File: src/rtl/bpred_pkg.sv
package bpred_pkg;

  typedef enum logic [1:0] {
    HINT_NONE  = 2'b00,
    HINT_NTKN  = 2'b01,
    HINT_TKN   = 2'b10,
    HINT_RSVD  = 2'b11
  } hint_e;

  typedef enum logic [1:0] {
    SRC_STATIC = 2'b00,
    SRC_HINT   = 2'b01,
    SRC_BTB    = 2'b10
  } dir_src_e;

  localparam logic [1:0] CTR_ALLOC = 2'd2;

  function automatic logic [1:0] ctr_train(input logic [1:0] cur, input logic taken);
    logic [1:0] nxt;
    if (taken) nxt = (cur == 2'd3) ? cur : cur + 2'd1;
    else       nxt = (cur == 2'd0) ? cur : cur - 2'd1;
    return nxt;
  endfunction

endpackage

File: src/rtl/bpred_tgt_ram.sv
module bpred_tgt_ram #(
  parameter int DEPTH = 16,
  parameter int DW    = 32,
  localparam int AW_I = $clog2(DEPTH)
) (
  input  logic            clk,
  input  logic            we,
  input  logic [AW_I-1:0] waddr,
  input  logic [DW-1:0]   wdata,
  input  logic            re,
  input  logic [AW_I-1:0] raddr,
  output logic [DW-1:0]   rdata
);
  logic [DW-1:0] mem [DEPTH];

  always_ff @(posedge clk) begin
    if (we) mem[waddr] <= wdata;
  end

  always_ff @(posedge clk) begin
    if (re) rdata <= mem[raddr];
  end
endmodule

File: src/rtl/bpred_btb_meta.sv
module bpred_btb_meta
  import bpred_pkg::*;
#(
  parameter int DEPTH = 16,
  parameter int TAG_W = 28,
  localparam int IW   = $clog2(DEPTH)
) (
  input  logic             clk,
  input  logic             rst,
  input  logic             lk_valid,
  input  logic [IW-1:0]    lk_idx,
  input  logic [TAG_W-1:0] lk_tag,
  output logic             lk_hit_q,
  output logic             lk_ctr_hi_q,
  input  logic             rt_valid,
  input  logic [IW-1:0]    rt_idx,
  input  logic [TAG_W-1:0] rt_tag,
  input  logic             rt_taken,
  output logic             tgt_we
);
  logic [DEPTH-1:0] valid_q;
  logic [TAG_W-1:0] tag_q [DEPTH];
  logic [1:0]       ctr_q [DEPTH];
  logic             rt_match;

  assign rt_match = valid_q[rt_idx] && (tag_q[rt_idx] == rt_tag);
  assign tgt_we   = rt_valid && rt_taken;

  always_ff @(posedge clk) begin
    if (rst) begin
      valid_q <= '0;
    end else if (rt_valid && rt_taken && !rt_match) begin
      valid_q[rt_idx] <= 1'b1;
    end
  end

  always_ff @(posedge clk) begin
    if (rt_valid) begin
      if (rt_match) begin
        ctr_q[rt_idx] <= ctr_train(ctr_q[rt_idx], rt_taken);
      end else if (rt_taken) begin
        tag_q[rt_idx] <= rt_tag;
        ctr_q[rt_idx] <= CTR_ALLOC;
      end
    end
  end

  always_ff @(posedge clk) begin
    if (rst) begin
      lk_hit_q    <= 1'b0;
      lk_ctr_hi_q <= 1'b0;
    end else begin
      lk_hit_q    <= lk_valid && valid_q[lk_idx] && (tag_q[lk_idx] == lk_tag);
      lk_ctr_hi_q <= ctr_q[lk_idx][1];
    end
  end

  // first lookup result after reset is a miss
  a_r1_reset_miss: assert property (@(posedge clk) disable iff (rst)
    $past(rst) |-> !lk_hit_q);

  // a taken retire leaves its entry valid
  a_r7_alloc_valid: assert property (@(posedge clk) disable iff (rst)
    (rt_valid && rt_taken) |=> valid_q[$past(rt_idx)]);

  // a not-taken miss changes no valid bit
  a_r8_no_alloc: assert property (@(posedge clk) disable iff (rst)
    (rt_valid && !rt_taken && !rt_match) |=> (valid_q == $past(valid_q)));

  // counter saturates at the top
  a_r9_ctr_sat_hi: assert property (@(posedge clk) disable iff (rst)
    (rt_valid && rt_taken && rt_match && ctr_q[rt_idx] == 2'd3)
      |=> (ctr_q[$past(rt_idx)] == 2'd3));

  // counter saturates at the bottom
  a_r9_ctr_sat_lo: assert property (@(posedge clk) disable iff (rst)
    (rt_valid && !rt_taken && rt_match && ctr_q[rt_idx] == 2'd0)
      |=> (ctr_q[$past(rt_idx)] == 2'd0));
endmodule

File: src/rtl/bpred_dir_select.sv
module bpred_dir_select
  import bpred_pkg::*;
(
  input  logic       clk,
  input  logic       rst,
  input  logic       dec_valid,
  input  logic       btb_hit,
  input  logic       btb_taken,
  input  logic       disp_neg,
  input  logic [1:0] hint,
  output logic       dir_valid_q,
  output logic       dir_taken_q,
  output logic [1:0] dir_src_q
);
  logic     taken_d;
  dir_src_e src_d;

  always_comb begin
    if (btb_hit) begin
      taken_d = btb_taken;
      src_d   = SRC_BTB;
    end else begin
      unique case (hint_e'(hint))
        HINT_TKN:  begin taken_d = 1'b1;     src_d = SRC_HINT;   end
        HINT_NTKN: begin taken_d = 1'b0;     src_d = SRC_HINT;   end
        default:   begin taken_d = disp_neg; src_d = SRC_STATIC; end
      endcase
    end
  end

  always_ff @(posedge clk) begin
    if (rst) begin
      dir_valid_q <= 1'b0;
      dir_taken_q <= 1'b0;
      dir_src_q   <= SRC_STATIC;
    end else begin
      dir_valid_q <= dec_valid;
      dir_taken_q <= taken_d;
      dir_src_q   <= src_d;
    end
  end

  // backward branch without hit or hint is taken
  a_r3_backward_taken: assert property (@(posedge clk) disable iff (rst)
    (dec_valid && !btb_hit && (hint == 2'b00 || hint == 2'b11) && disp_neg)
      |=> (dir_taken_q && dir_src_q == 2'b00));

  // forward branch without hit or hint is not taken
  a_r4_forward_ntkn: assert property (@(posedge clk) disable iff (rst)
    (dec_valid && !btb_hit && (hint == 2'b00 || hint == 2'b11) && !disp_neg)
      |=> (!dir_taken_q && dir_src_q == 2'b00));

  // hint decides when there is no hit
  a_r5_hint_rules: assert property (@(posedge clk) disable iff (rst)
    (dec_valid && !btb_hit && (hint == 2'b01 || hint == 2'b10))
      |=> (dir_taken_q == $past(hint[1]) && dir_src_q == 2'b01));

  // a buffer hit is never overridden
  a_r6_hit_wins: assert property (@(posedge clk) disable iff (rst)
    (dec_valid && btb_hit)
      |=> (dir_taken_q == $past(btb_taken) && dir_src_q == 2'b10));

  // valid follows one cycle later
  a_r12_dir_latency: assert property (@(posedge clk) disable iff (rst)
    1'b1 |=> (dir_valid_q == $past(dec_valid)));
endmodule

File: src/rtl/hybrid_bpred.sv
module hybrid_bpred
  import bpred_pkg::*;
#(
  parameter int ADDR_W = 32,
  parameter int DEPTH  = 16,
  parameter int ALIGN  = 2,
  localparam int IW    = $clog2(DEPTH),
  localparam int TAG_W = ADDR_W - IW
) (
  input  logic              clk,
  input  logic              rst,
  input  logic              lk_valid_i,
  input  logic [ADDR_W-1:0] lk_addr_i,
  output logic              lk_hit_o,
  output logic              lk_taken_o,
  output logic [ADDR_W-1:0] lk_target_o,
  input  logic              dec_valid_i,
  input  logic              dec_btb_hit_i,
  input  logic              dec_btb_taken_i,
  input  logic              dec_disp_neg_i,
  input  logic [1:0]        dec_hint_i,
  output logic              dir_valid_o,
  output logic              dir_taken_o,
  output logic [1:0]        dir_src_o,
  input  logic              rt_valid_i,
  input  logic [ADDR_W-1:0] rt_addr_i,
  input  logic              rt_taken_i,
  input  logic [ADDR_W-1:0] rt_target_i
);
  logic [IW-1:0]    lk_idx, rt_idx;
  logic [TAG_W-1:0] lk_tag, rt_tag;
  logic             lk_hit_q, lk_ctr_hi_q, tgt_we;

  assign lk_idx = lk_addr_i[ALIGN +: IW];
  assign rt_idx = rt_addr_i[ALIGN +: IW];
  assign lk_tag = {lk_addr_i[ADDR_W-1:ALIGN+IW], lk_addr_i[ALIGN-1:0]};
  assign rt_tag = {rt_addr_i[ADDR_W-1:ALIGN+IW], rt_addr_i[ALIGN-1:0]};

  bpred_btb_meta #(.DEPTH(DEPTH), .TAG_W(TAG_W)) meta_i (
    .clk(clk), .rst(rst),
    .lk_valid(lk_valid_i), .lk_idx(lk_idx), .lk_tag(lk_tag),
    .lk_hit_q(lk_hit_q), .lk_ctr_hi_q(lk_ctr_hi_q),
    .rt_valid(rt_valid_i), .rt_idx(rt_idx), .rt_tag(rt_tag),
    .rt_taken(rt_taken_i), .tgt_we(tgt_we)
  );

  bpred_tgt_ram #(.DEPTH(DEPTH), .DW(ADDR_W)) tgt_i (
    .clk(clk), .we(tgt_we), .waddr(rt_idx), .wdata(rt_target_i),
    .re(lk_valid_i), .raddr(lk_idx), .rdata(lk_target_o)
  );

  assign lk_hit_o   = lk_hit_q;
  assign lk_taken_o = lk_hit_q && lk_ctr_hi_q;

  bpred_dir_select sel_i (
    .clk(clk), .rst(rst),
    .dec_valid(dec_valid_i), .btb_hit(dec_btb_hit_i),
    .btb_taken(dec_btb_taken_i), .disp_neg(dec_disp_neg_i),
    .hint(dec_hint_i),
    .dir_valid_q(dir_valid_o), .dir_taken_q(dir_taken_o),
    .dir_src_q(dir_src_o)
  );

  // a prediction of taken implies a hit
  a_r2_taken_needs_hit: assert property (@(posedge clk) disable iff (rst)
    lk_taken_o |-> lk_hit_o);

  // no lookup request, no hit
  a_r2_hit_needs_req: assert property (@(posedge clk) disable iff (rst)
    !lk_valid_i |=> !lk_hit_o);
endmodule

File: config.mk
export PLATFORM = sky130hd
export DESIGN_NAME = hybrid_bpred
export DESIGN_NICKNAME = d
export VERILOG_FILES = /design/src/rtl/bpred_pkg.sv /design/src/rtl/bpred_tgt_ram.sv /design/src/rtl/bpred_btb_meta.sv /design/src/rtl/bpred_dir_select.sv /design/src/rtl/hybrid_bpred.sv
export SDC_FILE = /design/constraint.sdc
export NUM_CORES = 1
export LEC_CHECK = 0
export BUFFER_PORTS_ARGS = -buffer_cell sky130_fd_sc_hd__buf_2
export CORE_MARGIN = 8
export CORE_UTILIZATION = 60
export CTS_BUF_LIST = sky130_fd_sc_hd__clkbuf_8 sky130_fd_sc_hd__clkbuf_16
export DETAILED_ROUTE_END_ITERATION = 6
export PLACE_DENSITY = 0.74
export SYNTH_ARGS = -nofsm -noshare
export SYNTH_HDL_FRONTEND = slang
export SYNTH_SLANG_ARGS = --single-unit
File: constraint.sdc
create_clock -name clk -period 7.8 [get_ports clk]
set_clock_uncertainty 0.05 [all_clocks]
set_input_delay 1.56 -clock clk [delete_from_list [all_inputs] [get_ports clk]]
set_output_delay 1.56 -clock clk [all_outputs]
set_load 0.03 [all_outputs]
==> results of run 1 <==
## state kept, by name, summed over array words and instances (netlist names)
name / cells
tgt_i.rdata: 32
sel_i.dir_src_q: 2
sel_i.dir_valid_q: 1
sel_i.dir_taken_q: 1
meta_i.tag_q: 448
tgt_i.mem: 512
meta_i.valid_q: 16
meta_i.lk_hit_q: 1
meta_i.lk_ctr_hi_q: 1
meta_i.ctr_q: 32
## routing by layer
metal | part of all wire [%] | vias to the layer above
li1 | - | 9297
met1 | 36 | 12200
met2 | 52 | 1356
met3 | 8.6 | 268
met4 | 3.7 | 6
met5 | 0.036 | -
## power by group through the flow
stage               sequential [mW]  clock, mW  combinational, mW
finish                         6.29       4.98              0.848
detailed placement             6.41          0              0.844
floorplan                      6.43          0              0.510
CTS                            6.29       5.04              0.849
global route                   6.29       5.25              0.891
global placement               6.40          0              0.830
## logic make-up (layout without fill, tap and decap cells)
family | Yosys count | in the layout | share of synthesized area, %
compound gates | 143 | 143 | 2.39
xor+xnor | 55 | 55 | 1.08
fa+ha+maj | 1 | 1 | 0.0281
buf+inv | 164 | 425 | 1.74
flops | 1046 | 1046 | 70.1
mux | 505 | 505 | 22.8
other cells | 0 | 5 | 0
simple gates | 165 | 165 | 1.86
## through the flow
stage	setup slack, ns	cell area, um^2	power [mW]	cells	util [%]
after floorplan	1.72	44500	6.94	2079	-
after global placement	1.36	46500	7.23	3117	62.9
after detailed placement	1.26	46500	7.25	3117	62.9
after CTS	1.93	49900	12.2	3308	67.5
after global routing	1.55	49900	12.4	3309	67.5
final	1.80	49900	12.1	3314	67.5
## tightest hold or removal path, stage by stage, from the launching register on
cell     delay [ns]
dfxtp_1        0.32
inv_1          0.06
o32ai_1        0.06
## worst min-delay path by stage
stage          cells after the start                 end                from
6_report                           2   meta_i.valid_q[0]   meta_i.valid_q[0]
5_1_grt                            2   meta_i.valid_q[0]   meta_i.valid_q[0]
4_1_cts                            2   meta_i.valid_q[2]   meta_i.valid_q[2]
3_5_place_dp                       2   meta_i.valid_q[2]   meta_i.valid_q[2]
3_3_place_gp                       2   meta_i.valid_q[1]   meta_i.valid_q[1]
2_1_floorplan                      2  meta_i.valid_q[10]  meta_i.valid_q[10]
## layout make-up
class                      count  share of cell area (%)
antenna                        5                  0.0251
tap                          969                    2.43
multi-input combinational    869                    25.5
timing repair buffer         209                    2.53
clock buffer                 102                    5.11
clock inverter                89                    1.71
inverter                      25                   0.188
sequential                  1046                    62.5
## cells in the mapped netlist, drive strengths merged, types with 2 or more instances
cell     number  share of area (%)
o2bb2ai       3              0.059
a2bb2oi       2              0.039
and2          4              0.056
nand4        10               0.14
nand4b        2              0.039
o221ai        2              0.039
a22oi        19               0.32
xor2         11               0.22
a2111o        2              0.051
nand2        40               0.34
o22ai        13               0.18
a31oi         5              0.070
o41ai         8               0.16
edfxtp     1024                 69
nor2         28               0.24
nor2b        10               0.14
nand2b       11               0.15
o32ai        11               0.22
o21ai        14               0.16
mux2         14               0.35
a22o          5              0.098
or4           2              0.034
o311ai        2              0.039
a211oi        2              0.034
nor4          8               0.13
a221oi       12               0.25
a21boi        2              0.034
o22a          2              0.039
xnor2        44               0.87
a21oi        29               0.41
buf          87                1.1
mux2i        84                1.9
or2           2              0.028
clkbuf       52               0.44
o31ai         2              0.034
mux4        407                 21
dfxtp        22               0.99
a21o          2              0.034
nor3         22               0.25
inv          24               0.20
nand3        22               0.25
==> metrics.txt, run 1 <==
Crit Path Max Fanout=a little over 60; sequential-to-total area share from yosys stat=70.1%; critical path startpoint=rt_addr_i[2]; layout cells sized above 1=a little over a third; Post-synth EDFFs=roughly 1000; HPWL Detailed=between 60 and 70 mm; leakage power=16.0 nW; Slew Limit Headroom=between 20% and 30%; RePlAce Congestion=0.888; Post-CTS Resized=0; CTS Root Cell=clkbuf_16; commonest non-fill, non-tap cell in the layout=edfxtp_1; CTS Hold Bufs=0; Via density=6.99; actual slew at the worst max-slew pin=around 1.2 ns; Buf/Inv on CP=1; GR Util met1=between 30% and 40%; sequence of cells on the critical path=clkbuf_8 -> nand2b_1 -> o22ai_1 -> o32ai_1 -> o22ai_1 -> nand4b_1 -> a2111o_1 -> or4_1 -> a221oi_2; I/O Buffers=around 140; Initial Util=60.2%; initial antenna violation count=6; r2r setup slk=~3.3 ns; power share of the clock group=roughly 41%; Mean Syn Cell Area=approximately 21 um^2; Sw Pwr=around 2.7 mW; max-slew violation count=0; RSZ-0062 raised after global routing=no; sequential share of power=51.9%; Arr. time, crit path=between 6 and 7 ns; vias in the first global route=between 20000 and 25000; Mapped Area=44500 um^2; Die Area=~83000 um^2; final worst path period share=between 70% and 80%; nets=about 2400; min-delay worst type=flop to flop; I/O pins=145; layer with the highest usage=met2; router iterations before antenna repair=5; cts bufs inserted=slightly above 100; outcome=complete, no violations; clk_lat worst skew=roughly 0.7 ns; worst r2r path cells=8; Slowest cell on crit path=or4_1; Netlist cell types=62; Final Hold Fails=0; synth warn=0; Syn Inst Count=around 2100; core area=73900 um^2; Tot GR Track Use=27.3%; most frequent cells in the layout=edfxtp_1 (1024), mux4_2 (407), buf_2 (138); Post-synth ARST share=0%; Setup crit end=meta_i.ctr_q[13][0]; vias post-DR=around 23000; syn nets=roughly 2200; grt total ovfl=0; Top Family by Delay on Critical Path=compound AO/OA/AOI/OAI gates; clock-pin slew on the worst setup and hold paths=~0.060 ns; synth-to-layout area growth=12.2%; WL/cell=around 34 um; Required @ worst endpoint=~8.1 ns; largest net degree at the start of global routing=84; max-cap violations=0; # setup viols final=0; routed wire length=113 mm; first-pass GRT wire length=164 mm; Crit path top cell by count=o22ai_1; Die Wd=roughly 290 um; GR Util met2=between 40% and 50%; post-CTS setup buffer count=0; M3 GR Usage=under 10%; clk sinks=1046; # rows=100; crit end category=flop; combinational group share of total power=around 7.0%; filler cell count in the final layout=4588; Worst R2R Start=meta_i.tag_q[8][8]; number of remaining DRC errors=0; Peak Freq=about 170 MHz; min cycle time layout=~6 ns; Int Power=9.47 mW; 1st-iter DRT viols=about 3000; Post-Route Setup TNS=0 ns; CTS tree=done; maximum VDD drop=about 0.00027 V; Switching Fraction=between 20% and 30%; Reg area=between 30000 and 40000 um^2; height of the die=around 290 um; multi-input logic area=approximately 13000 um^2; WS Path Type=input pin to flop; critical path depth=9; depth of the CTS H-tree=3; Yosys reg bits=between 1000 and 1500; reg-to-reg endpoint=meta_i.ctr_q[13][0]; Max stage delay on crit path=just over 0.9 ns; final hold slack=approximately 0.43 ns; Power Density=between 200 and 250 nW/um^2; antenna-violating nets left=0; Primary FF master, synth=edfxtp_1; clk buf depth=3; Critical Path Source Type=input pin
No activity file was read; power rests on OpenSTA's default activity.
==> run 2: changes to the inputs <==
Clock period 7.8 ns to 5.7 ns, I/O delays scaled along.
==> run 2 against run 1 <==
Effect of this change:
- sequential cell count did not move
- first-iteration DRC count shrank 4.3%
- via count grew 0.89%
- total power grew 36%
- register-to-register slack worse by 1.7 ns
- combinational power grew 40%
- hold slack got worse by 0.0020 ns
- non-clock buffer count up 30
- sequential power grew 37%
- cell area is 0.66% higher
- utilization is 0.45 points higher
- largest cell class unchanged
- largest power group unchanged
==> metrics.txt, run 2 (same netlist as run 1, synthesis figures left out) <==
outcome=complete, no violations (unchanged); Die Wd=288 um (unchanged); router iterations before antenna repair=7 (was 5); HPWL Detailed=64.8 mm (was 64.0 mm); commonest non-fill, non-tap cell in the layout=edfxtp_1 (unchanged); core area=73900 um^2 (unchanged); most frequent cells in the layout=edfxtp_1 (1024), mux4_2 (407), buf_2 (137) (was edfxtp_1 (1024), mux4_2 (407), buf_2 (138)); CTS Hold Bufs=0 (unchanged); depth of the CTS H-tree=3 (unchanged); clk sinks=1046 (unchanged); number of remaining DRC errors=0 (unchanged); I/O pins=145 (unchanged); worst r2r path cells=9 (was 8); synth-to-layout area growth=12.9% (was 12.2%); r2r setup slk=1.66 ns (was 3.32 ns); min cycle time layout=4.71 ns; filler cell count in the final layout=4508 (was 4588); reg-to-reg endpoint=meta_i.ctr_q[5][1] (was meta_i.ctr_q[13][0]); clk_lat worst skew=0.67 ns (was 0.68 ns); Post-Route Setup TNS=0 ns (unchanged); WL/cell=34.1 um (was 34.0 um); Arr. time, crit path=4.99 ns (was 6.31 ns); sequence of cells on the critical path=clkbuf_8 -> buf_4 -> nand2b_1 -> a211oi_1 -> o31a_1 -> a2111o_1 -> nor4_1 -> o221ai_1 -> or4_1 -> buf_4 -> a21oi_1 (was clkbuf_8 -> nand2b_1 -> o22ai_1 -> o32ai_1 -> o22ai_1 -> nand4b_1 -> a2111o_1 -> or4_1 -> a221oi_2); Crit path top cell by count=buf_4 (was o22ai_1); cts bufs inserted=102 (unchanged); first-pass GRT wire length=167 mm (was 164 mm); max-slew violation count=0 (unchanged); critical path startpoint=rt_addr_i[2] (unchanged); placed insts=3148 (was 3117); Worst R2R Start=meta_i.tag_q[15][25] (was meta_i.tag_q[8][8]); Max stage delay on crit path=0.70 ns (was 0.91 ns); Top Registers=tgt_i.mem (512), meta_i.tag_q (448) (unchanged); clock-pin slew on the worst setup and hold paths=0.06 ns (about the same); Layout Utilization=68.0% (was 67.5%); layout cells sized above 1=35.9% (was 35.5%); Slowest cell on crit path=or4_1 (unchanged); Final Hold Fails=0 (unchanged); Power Density=328 nW/um^2 (was 243 nW/um^2); layer with the highest usage=met2 (unchanged); Tot GR Track Use=27.7% (was 27.3%); RePlAce Congestion=0.886 (was 0.888); leakage power=16.2 nW (was 16.0 nW); Critical Path Source Type=input pin (unchanged); clk buf depth=3 (unchanged); 1st-iter DRT viols=2869 (was 2998); # setup viols final=0 (unchanged); nets=2391 (was 2361); Via density=6.99 (about the same); grt total ovfl=0 (unchanged); min-delay worst type=flop to flop (unchanged); WS Path Type=input pin to flop (unchanged); I/O Buffers=144 (unchanged); GR Util met2=47.4% (was 46.6%); maximum VDD drop=0.000297 V (was 0.000268 V); CTS Root Cell=clkbuf_16 (unchanged); Post-CTS Resized=0 (unchanged); Non-Filler Instances=3342 (was 3314); routed wire length=114 mm (was 113 mm); antenna-violating nets left=0 (unchanged); crit end category=flop (unchanged); Peak Freq=about 210 MHz; initial antenna violation count=12 (was 6); final worst path period share=between 80% and 90%; Required @ worst endpoint=5.98 ns (was 8.10 ns); actual slew at the worst max-slew pin=1.03 ns (was 1.17 ns); RSZ-0062 raised after global routing=no (unchanged); Crit Path Max Fanout=30 (was 61); Initial Util=60.2% (unchanged); height of the die=288 um (unchanged); CTS tree=done (unchanged); max FFs per register=512 (unchanged); Reg with most FFs=tgt_i.mem (unchanged); vias in the first global route=24800 (was 24300); post-CTS setup buffer count=0 (unchanged); largest net degree at the start of global routing=133 (was 84); Slew Limit Headroom=31.4% (was 21.6%); vias post-DR=23400 (was 23100); Die Area=83200 um^2 (unchanged); GR Util met1=35.7% (was 35.2%); Setup crit end=meta_i.ctr_q[5][1] (was meta_i.ctr_q[13][0]); max-cap violations=0 (unchanged); M3 GR Usage=4.61% (was 5.16%); # rows=100 (unchanged)
-- run 2: final cells by class --
class                           instances  area (um^2)  area share (%)
Tap cell                              969         1210            2.41
Antenna cell                            9         22.5          0.0448
Sequential cell                      1046        31200            62.0
Clock inverter                         81          733            1.46
Inverter                               25         93.8           0.187
Timing Repair Buffer                  239         1680            3.34
Clock buffer                          104         2580            5.13
Multi-Input combinational cell        869        12800            25.4
-- run 2: worst max-delay path: cells and delay by family --
| family | cells | cell delay (ns) |
|---|---|---|
| AND/OR/NAND/NOR | 3 | 1.45 |
| AO/OA/AOI/OAI | 5 | 1.34 |
| buffers and inverters | 3 | 1.01 |
-- run 2: layer usage --
layer  share of wire [%]  wire length (um)
met1                  36             40900
met3                 8.3              9440
met5               0.037                42
met2                  52             59600
met4                 3.6              4050
-- run 2: how the worst min path moves through the flow --
stage	cells after the start	start	endpoint	slack, ns
final	2	meta_i.valid_q[2]	meta_i.valid_q[2]	0.43
after global routing	2	meta_i.valid_q[0]	meta_i.valid_q[0]	0.44
after CTS	2	meta_i.valid_q[2]	meta_i.valid_q[2]	0.43
after detailed placement	2	meta_i.valid_q[2]	meta_i.valid_q[2]	0.42
after global placement	2	meta_i.valid_q[3]	meta_i.valid_q[3]	0.40
after floorplan	2	meta_i.valid_q[10]	meta_i.valid_q[10]	0.39
-- run 2: report_power, final --
part / total (mW) / switching [mW] / internal, mW / leakage (nW)
Sequential: 8.61 / 0.0409 / 8.56 / 9.43
Clock: 6.67 / 2.88 / 3.79 / 1.74
Combinational: 1.19 / 0.689 / 0.501 / 5.03
-- run 2: stage by stage --
stage | hold slack (ns) | cell area (um^2) | power, mW | worst slack, ns
2_1_floorplan | 0.388 | 44500 | 9.50 | 0.0360
3_5_place_dp | 0.421 | 46900 | 9.95 | 0.383
3_3_place_gp | 0.398 | 46900 | 9.92 | 0.523
4_1_cts | 0.430 | 50200 | 16.5 | 1.07
5_1_grt | 0.444 | 50300 | 16.9 | 0.868
6_report | 0.430 | 50300 | 16.5 | 0.992
